## config.mk

```make
export PLATFORM = sky130hd
export DESIGN_NAME = seg_xlat_unit
export DESIGN_NICKNAME = d
export VERILOG_FILES = /design/src/rtl/segxlat_pkg.sv /design/src/rtl/segxlat_regs.sv /design/src/rtl/segxlat_code.sv /design/src/rtl/segxlat_data.sv /design/src/rtl/seg_xlat_unit.sv
export SDC_FILE = /design/constraint.sdc
export NUM_CORES = 1
export LEC_CHECK = 0
export ABC_AREA = 0
export BUFFER_PORTS_ARGS = -buffer_cell sky130_fd_sc_hd__buf_2
export CAP_MARGIN = 20
export CORE_UTILIZATION = 41
export CTS_CLUSTER_DIAMETER = 150
export CTS_CLUSTER_SIZE = 20
export DETAILED_ROUTE_END_ITERATION = 10
export PLACE_DENSITY = 0.81
export REMOVE_ABC_BUFFERS = 1
export SYNTH_ARGS = -nofsm -noshare
export SYNTH_HDL_FRONTEND = slang
export SYNTH_SLANG_ARGS = --single-unit
```

## constraint.sdc

```tcl
create_clock -name clk_i -period 1.4 [get_ports clk_i]
set_input_delay 0 -clock clk_i [delete_from_list [all_inputs] [get_ports clk_i]]
set_output_delay 0 -clock clk_i [all_outputs]
set_load 0.02 [all_outputs]
```

## src/rtl/segxlat_pkg.sv

```systemverilog
package segxlat_pkg;
  localparam logic [7:0] PAGE_WIN_A = 8'hF0;  // paged window, page regs when not swapped
  localparam logic [7:0] PORT_WIN_A = 8'hE0;  // unpaged window, page regs when swapped
  localparam logic [7:0] MODE_A     = 8'hF6;
  localparam logic [7:0] CODE_SEG_A = 8'hF8;
  localparam logic [7:0] IRQ_SEG_A  = 8'hF9;
  localparam logic [7:0] DMA_SEG_A  = 8'hFA;
  localparam int SWAP_BIT = 5;
  localparam int SAVE_BIT = 6;

  typedef struct packed {
    logic seg_save;
    logic page_swap;
  } mode_t;

  typedef enum logic [1:0] {
    SRC_CODE,
    SRC_IRQ,
    SRC_DMA
  } seg_src_e;
endpackage

```

## src/rtl/segxlat_regs.sv

```systemverilog
module segxlat_regs
  import segxlat_pkg::*;
#(
  parameter int SEG_W     = 6,
  parameter int NUM_PAGES = 4,
  parameter int PG_W      = 8,
  parameter int REG_W     = 8,
  parameter int RPAGE_W   = 6,
  parameter int MAP_PAGE  = 21
) (
  input  logic                           clk_i,
  input  logic                           rst_ni,
  input  logic                           rf_we_i,
  input  logic [RPAGE_W-1:0]             rf_page_i,
  input  logic [7:0]                     rf_addr_i,
  input  logic [REG_W-1:0]               rf_wdata_i,
  input  logic                           irq_entry_i,
  input  logic                           far_ld_i,
  input  logic [SEG_W-1:0]               far_seg_i,
  output logic [SEG_W-1:0]               code_seg_o,
  output logic [SEG_W-1:0]               irq_seg_o,
  output logic [SEG_W-1:0]               dma_seg_o,
  output logic [NUM_PAGES-1:0][PG_W-1:0] page_o,
  output mode_t                          mode_o
);
  logic map_hit;
  assign map_hit = rf_we_i && (rf_page_i == RPAGE_W'(MAP_PAGE));

  logic [SEG_W-1:0] code_q, irq_q, dma_q;
  mode_t            mode_q;

  always_ff @(posedge clk_i or negedge rst_ni) begin
    if (!rst_ni) begin
      code_q <= '0;
      irq_q  <= '0;
      dma_q  <= '0;
      mode_q <= '0;
    end else begin
      if (irq_entry_i && mode_q.seg_save)                code_q <= irq_q;
      else if (far_ld_i)                                 code_q <= far_seg_i;
      else if (map_hit && rf_addr_i == CODE_SEG_A)       code_q <= rf_wdata_i[SEG_W-1:0];
      if (map_hit && rf_addr_i == IRQ_SEG_A)             irq_q  <= rf_wdata_i[SEG_W-1:0];
      if (map_hit && rf_addr_i == DMA_SEG_A)             dma_q  <= rf_wdata_i[SEG_W-1:0];
      if (map_hit && rf_addr_i == MODE_A) begin
        mode_q.seg_save  <= rf_wdata_i[SAVE_BIT];
        mode_q.page_swap <= rf_wdata_i[SWAP_BIT];
      end
    end
  end

  for (genvar k = 0; k < NUM_PAGES; k++) begin : g_page
    logic hit_paged, hit_unpaged, wr;
    logic [PG_W-1:0] pg_q;
    assign hit_paged   = map_hit && (rf_addr_i == PAGE_WIN_A + 8'(k));
    assign hit_unpaged = rf_we_i && (rf_addr_i == PORT_WIN_A + 8'(k));
    assign wr          = mode_q.page_swap ? hit_unpaged : hit_paged;
    always_ff @(posedge clk_i or negedge rst_ni) begin
      if (!rst_ni)  pg_q <= '0;
      else if (wr)  pg_q <= rf_wdata_i[PG_W-1:0];
    end
    assign page_o[k] = pg_q;
  end

  assign code_seg_o = code_q;
  assign irq_seg_o  = irq_q;
  assign dma_seg_o  = dma_q;
  assign mode_o     = mode_q;
endmodule

```

## src/rtl/segxlat_code.sv

```systemverilog
module segxlat_code
  import segxlat_pkg::*;
#(
  parameter int SEG_W = 6,
  parameter int LOG_W = 16
) (
  input  logic [SEG_W-1:0]       code_seg_i,
  input  logic [SEG_W-1:0]       irq_seg_i,
  input  logic [SEG_W-1:0]       dma_seg_i,
  input  mode_t                  mode_i,
  input  logic                   irq_active_i,
  input  logic                   dma_alt_i,
  input  logic [LOG_W-1:0]       fetch_addr_i,
  input  logic [LOG_W-1:0]       dma_addr_i,
  output logic [SEG_W+LOG_W-1:0] fetch_paddr_o,
  output logic [SEG_W+LOG_W-1:0] dma_paddr_o,
  output logic [SEG_W-1:0]       vec_seg_o
);
  seg_src_e fetch_src, dma_src;

  always_comb begin
    fetch_src = (irq_active_i && !mode_i.seg_save) ? SRC_IRQ : SRC_CODE;
    dma_src   = dma_alt_i ? SRC_DMA : SRC_IRQ;
  end

  function automatic logic [SEG_W-1:0] pick(seg_src_e s, logic [SEG_W-1:0] c,
                                            logic [SEG_W-1:0] i, logic [SEG_W-1:0] d);
    case (s)
      SRC_IRQ: pick = i;
      SRC_DMA: pick = d;
      default: pick = c;
    endcase
  endfunction

  assign fetch_paddr_o = {pick(fetch_src, code_seg_i, irq_seg_i, dma_seg_i), fetch_addr_i};
  assign dma_paddr_o   = {pick(dma_src, code_seg_i, irq_seg_i, dma_seg_i), dma_addr_i};
  assign vec_seg_o     = irq_seg_i;
endmodule

```

## src/rtl/segxlat_data.sv

```systemverilog
module segxlat_data #(
  parameter int LOG_W     = 16,
  parameter int NUM_PAGES = 4,
  parameter int PG_W      = 8,
  parameter int SEL_W     = $clog2(NUM_PAGES),
  parameter int OFS_W     = LOG_W - SEL_W
) (
  input  logic [NUM_PAGES-1:0][PG_W-1:0] page_i,
  input  logic [LOG_W-1:0]               data_addr_i,
  output logic [PG_W+OFS_W-1:0]          data_paddr_o
);
  logic [SEL_W-1:0] sel;
  assign sel          = data_addr_i[LOG_W-1 -: SEL_W];
  assign data_paddr_o = {page_i[sel], data_addr_i[OFS_W-1:0]};
endmodule

```

## src/rtl/seg_xlat_unit.sv

```systemverilog
module seg_xlat_unit
  import segxlat_pkg::*;
#(
  parameter int LOG_W     = 16,
  parameter int SEG_W     = 6,
  parameter int NUM_PAGES = 4,
  parameter int REG_W     = 8,
  parameter int RPAGE_W   = 6,
  parameter int MAP_PAGE  = 21,
  localparam int PHYS_W   = LOG_W + SEG_W,
  localparam int SEL_W    = $clog2(NUM_PAGES),
  localparam int OFS_W    = LOG_W - SEL_W,
  localparam int PG_W     = PHYS_W - OFS_W
) (
  input  logic               clk_i,
  input  logic               rst_ni,
  input  logic               rf_we_i,
  input  logic [RPAGE_W-1:0] rf_page_i,
  input  logic [7:0]         rf_addr_i,
  input  logic [REG_W-1:0]   rf_wdata_i,
  input  logic               irq_entry_i,
  input  logic               irq_active_i,
  input  logic               far_ld_i,
  input  logic [SEG_W-1:0]   far_seg_i,
  input  logic [LOG_W-1:0]   fetch_addr_i,
  input  logic [LOG_W-1:0]   data_addr_i,
  input  logic [LOG_W-1:0]   dma_addr_i,
  input  logic               dma_alt_i,
  output logic [PHYS_W-1:0]  fetch_paddr_o,
  output logic [PHYS_W-1:0]  data_paddr_o,
  output logic [PHYS_W-1:0]  dma_paddr_o,
  output logic [SEG_W-1:0]   vec_seg_o
);
  logic [SEG_W-1:0]               code_seg_q, irq_seg_q, dma_seg_q;
  logic [NUM_PAGES-1:0][PG_W-1:0] page_q;
  mode_t                          mode_q;

  segxlat_regs #(
    .SEG_W(SEG_W), .NUM_PAGES(NUM_PAGES), .PG_W(PG_W),
    .REG_W(REG_W), .RPAGE_W(RPAGE_W), .MAP_PAGE(MAP_PAGE)
  ) i_regs (
    .clk_i, .rst_ni, .rf_we_i, .rf_page_i, .rf_addr_i, .rf_wdata_i,
    .irq_entry_i, .far_ld_i, .far_seg_i,
    .code_seg_o(code_seg_q), .irq_seg_o(irq_seg_q), .dma_seg_o(dma_seg_q),
    .page_o(page_q), .mode_o(mode_q)
  );

  segxlat_code #(.SEG_W(SEG_W), .LOG_W(LOG_W)) i_code (
    .code_seg_i(code_seg_q), .irq_seg_i(irq_seg_q), .dma_seg_i(dma_seg_q),
    .mode_i(mode_q), .irq_active_i, .dma_alt_i, .fetch_addr_i, .dma_addr_i,
    .fetch_paddr_o, .dma_paddr_o, .vec_seg_o
  );

  segxlat_data #(.LOG_W(LOG_W), .NUM_PAGES(NUM_PAGES), .PG_W(PG_W)) i_data (
    .page_i(page_q), .data_addr_i, .data_paddr_o
  );
endmodule

```

==> impl_metrics.json <==
{
  "stdcell_area_um2": 3430,
  "dp_slack_ns": -0.433,
  "holdCritPathClass": "input pin to output port",
  "dieArea_um2": 7440,
  "final_antenna_net_count": 0,
  "drt_first_pass_iters": 4,
  "final_cell_mix": "buf_2, dfrtp_1, mux2_2",
  "syn-cell-area_um2": 2910,
  "synth_cell_types": 27,
  "grt_max_degree": 53,
  "layout.nets": 340,
  "n_antenna_cell": 0,
  "drive_gt1_share_pct": 67.1,
  "finalCriticalPeriod_ns": 1.55,
  "fin_crit_sh_pct": 111,
  "syn_area_per_cell_um2": 13.4,
  "fillers": 608,
  "rows": 30,
  "htreeDepth": 2,
  "worst_clock_skew_ns": 0.00833,
  "overflow": 0,
  "cts_sinks": 52,
  "rsz0062_at_grt": "true",
  "clk_pin_slew_ns": 0.09,
  "tightest_slew_ns": 0.361,
  "end_kind": "flip-flop",
  "cts_tree": "built",
  "worst_hold_slack_ns": 0.000175,
  "coreArea_um2": 6830,
  "max_freq_ghz": 0.646,
  "ios": 155,
  "slew_headroom_pct": 75.7,
  "final_util_pct": 50.2,
  "synthTopCellsByArea": "dfrtp_1, mux2_2, buf_4, mux4_2, mux2i_1",
  "tns_ns": -3.10,
  "crit_start": "i_regs.mode_o[0]$_DFFE_PN0P_",
  "vias": 1893,
  "antenna_found_initial": 0,
  "postSynth.asyncResetShare_pct": 100,
  "initial_core_util_pct": 42.6,
  "maxCapViolations": 0,
  "synth-seq-area-share_pct": 44.7,
  "slew_viol_final": 0,
  "final_cells": 354,
  "die_width_um": 86.3,
  "p_leak_nw": 1.79,
  "ys_ff_latch": 52,
  "critPathLaunchType": "flip-flop",
  "ir_worst_vdd_uv": 431,
  "cts_root_buf": "clkbuf_8",
  "portBuffers": 62,
  "routed_wl_mm": 6.96,
  "remaining_drc_errors": 0,
  "reg2reg_from": "i_regs.mode_o[0]$_DFFE_PN0P_",
  "hpwl_mm": 4.97,
  "power_mw": 2.74,
  "worstSkewPairLatency_ns": 0.30,
  "cts_inserted_buffers": 5,
  "die_y_um": 86.3,
  "first_iter_violations": 58,
  "viasPerCell": 5.35,
  "crit_arrival_ns": 1.74,
  "place.gp.congestion": 0.741,
  "critPathKind": "flip-flop to flip-flop",
  "setup_violations": 42,
  "synth_top_area_share_pct": 44.7,
  "final_common_cell": "buf_2",
  "cp_max_fo": 8,
  "placed_cells": 342,
  "postSynthCellCount": 217,
  "required_ns": 1.59,
  "yosys.area.top_type": "dfrtp_1",
  "hold_violations": 0,
  "grt_pass1_vias": 2027,
  "routedWlPerCell_um": 19.7,
  "synth_edf_count": 0,
  "hold_path.startpoint": "data_addr_i[0]",
  "cts.path.max_buffers": 2,
  "grt_use_total_pct": 18.7,
  "synth_flop_cell": "dfrtp_1",
  "yosysWarnings": 0,
  "status": "complete, but fails checks",
  "place_area_um2": 3130,
  "setup_ws_ns": -0.148,
  "area_growth_pct": 17.9,
  "grt_first_pass_wirelength_mm": 10.4,
  "powerDensity_nw_per_um2": 798,
  "violations": "negative setup slack"
}
-- worst paths after layout --
check                      slack (ns)  depth (start not counted)                                    to
setup / recovery                -0.15                          5  i_regs.g_page[1].pg_q[0]$_DFFE_PN0P_
hold / removal                 0.0002                          0                       data_paddr_o[0]
setup reg to reg                -0.15                          5  i_regs.g_page[1].pg_q[0]$_DFFE_PN0P_
hold reg to reg                  0.51                          1  i_regs.g_page[3].pg_q[1]$_DFFE_PN0P_
max in group asynchronous        0.96                          3  i_regs.g_page[1].pg_q[2]$_DFFE_PN0P_
min in group asynchronous        0.21                          3      i_regs.code_seg_o[3]$_DFFE_PN0P_
-- state kept, by name, indices dropped and copies added (netlist names) --
signal / cells
i_regs.dma_seg_o: 6
i_regs.mode_o: 2
i_regs.code_seg_o: 6
i_regs.irq_seg_o: 6
i_regs.g_page.pg_q: 32
-- critical path, stage by stage (launching register included) --
cell and delay [ns]:
dfrtp_1 0.43, o31ai_4 0.27, buf_4 0.18, nand4b_4 0.12
buf_8 0.16, mux2_2 0.27
-- layer usage --
layer / up-vias / track usage, % / part of all wire [%]
li1: 817 / - / -
met1: 949 / 23.8 / 42
met2: 116 / 27.3 / 46
met3: 11 / 9.71 / 11
met4: 0 / 6.21 / 1.5
met5: - / 2.80 / 0
-- power by group --
group | leakage [nW] | internal [mW] | switching [mW]
sequential | 0.713 | 1.52 | 0.0125
combinational | 1.04 | 0.170 | 0.164
clock | 0.0455 | 0.404 | 0.464
-- Yosys cell counts, drive strengths merged, types with 2 or more instances --
library cell,number
nand2b,3
o21ai,6
mux2i,6
or3b,2
nand4,2
dfrtp,52
clkbuf,4
nor3,3
nand4b,3
mux2,64
nand2,7
nor4,2
buf,48
mux4,8
-- area by class of cell --
cell class | count | area, µm² | share of cell area [%]
clock buffer | 8 | 90.1 | 2.63
multi-input combinational | 113 | 1330 | 38.8
sequential | 52 | 1300 | 37.9
tap | 96 | 120 | 3.50
timing repair buffer | 85 | 587 | 17.1
-- cells by family (layout without fill, tap and decap cells) --
kind of cell	after synthesis	after routing	synth area share, %
compound gates	8	8	2.06
simple gates	27	27	7.57
flops	52	52	44.7
buf+inv	52	93	12.6
mux	78	78	33.0
-- what timing repair did --
action,in CTS,in global routing
gates cloned,0,0
gates resized for setup,18,23
hold endpoints to repair,56,0
hold buffers,2,0
setup endpoints to repair,50,50
pin swaps,5,3
buffers inserted,1,1
Note: power is estimated with default switching activity, not from simulation.
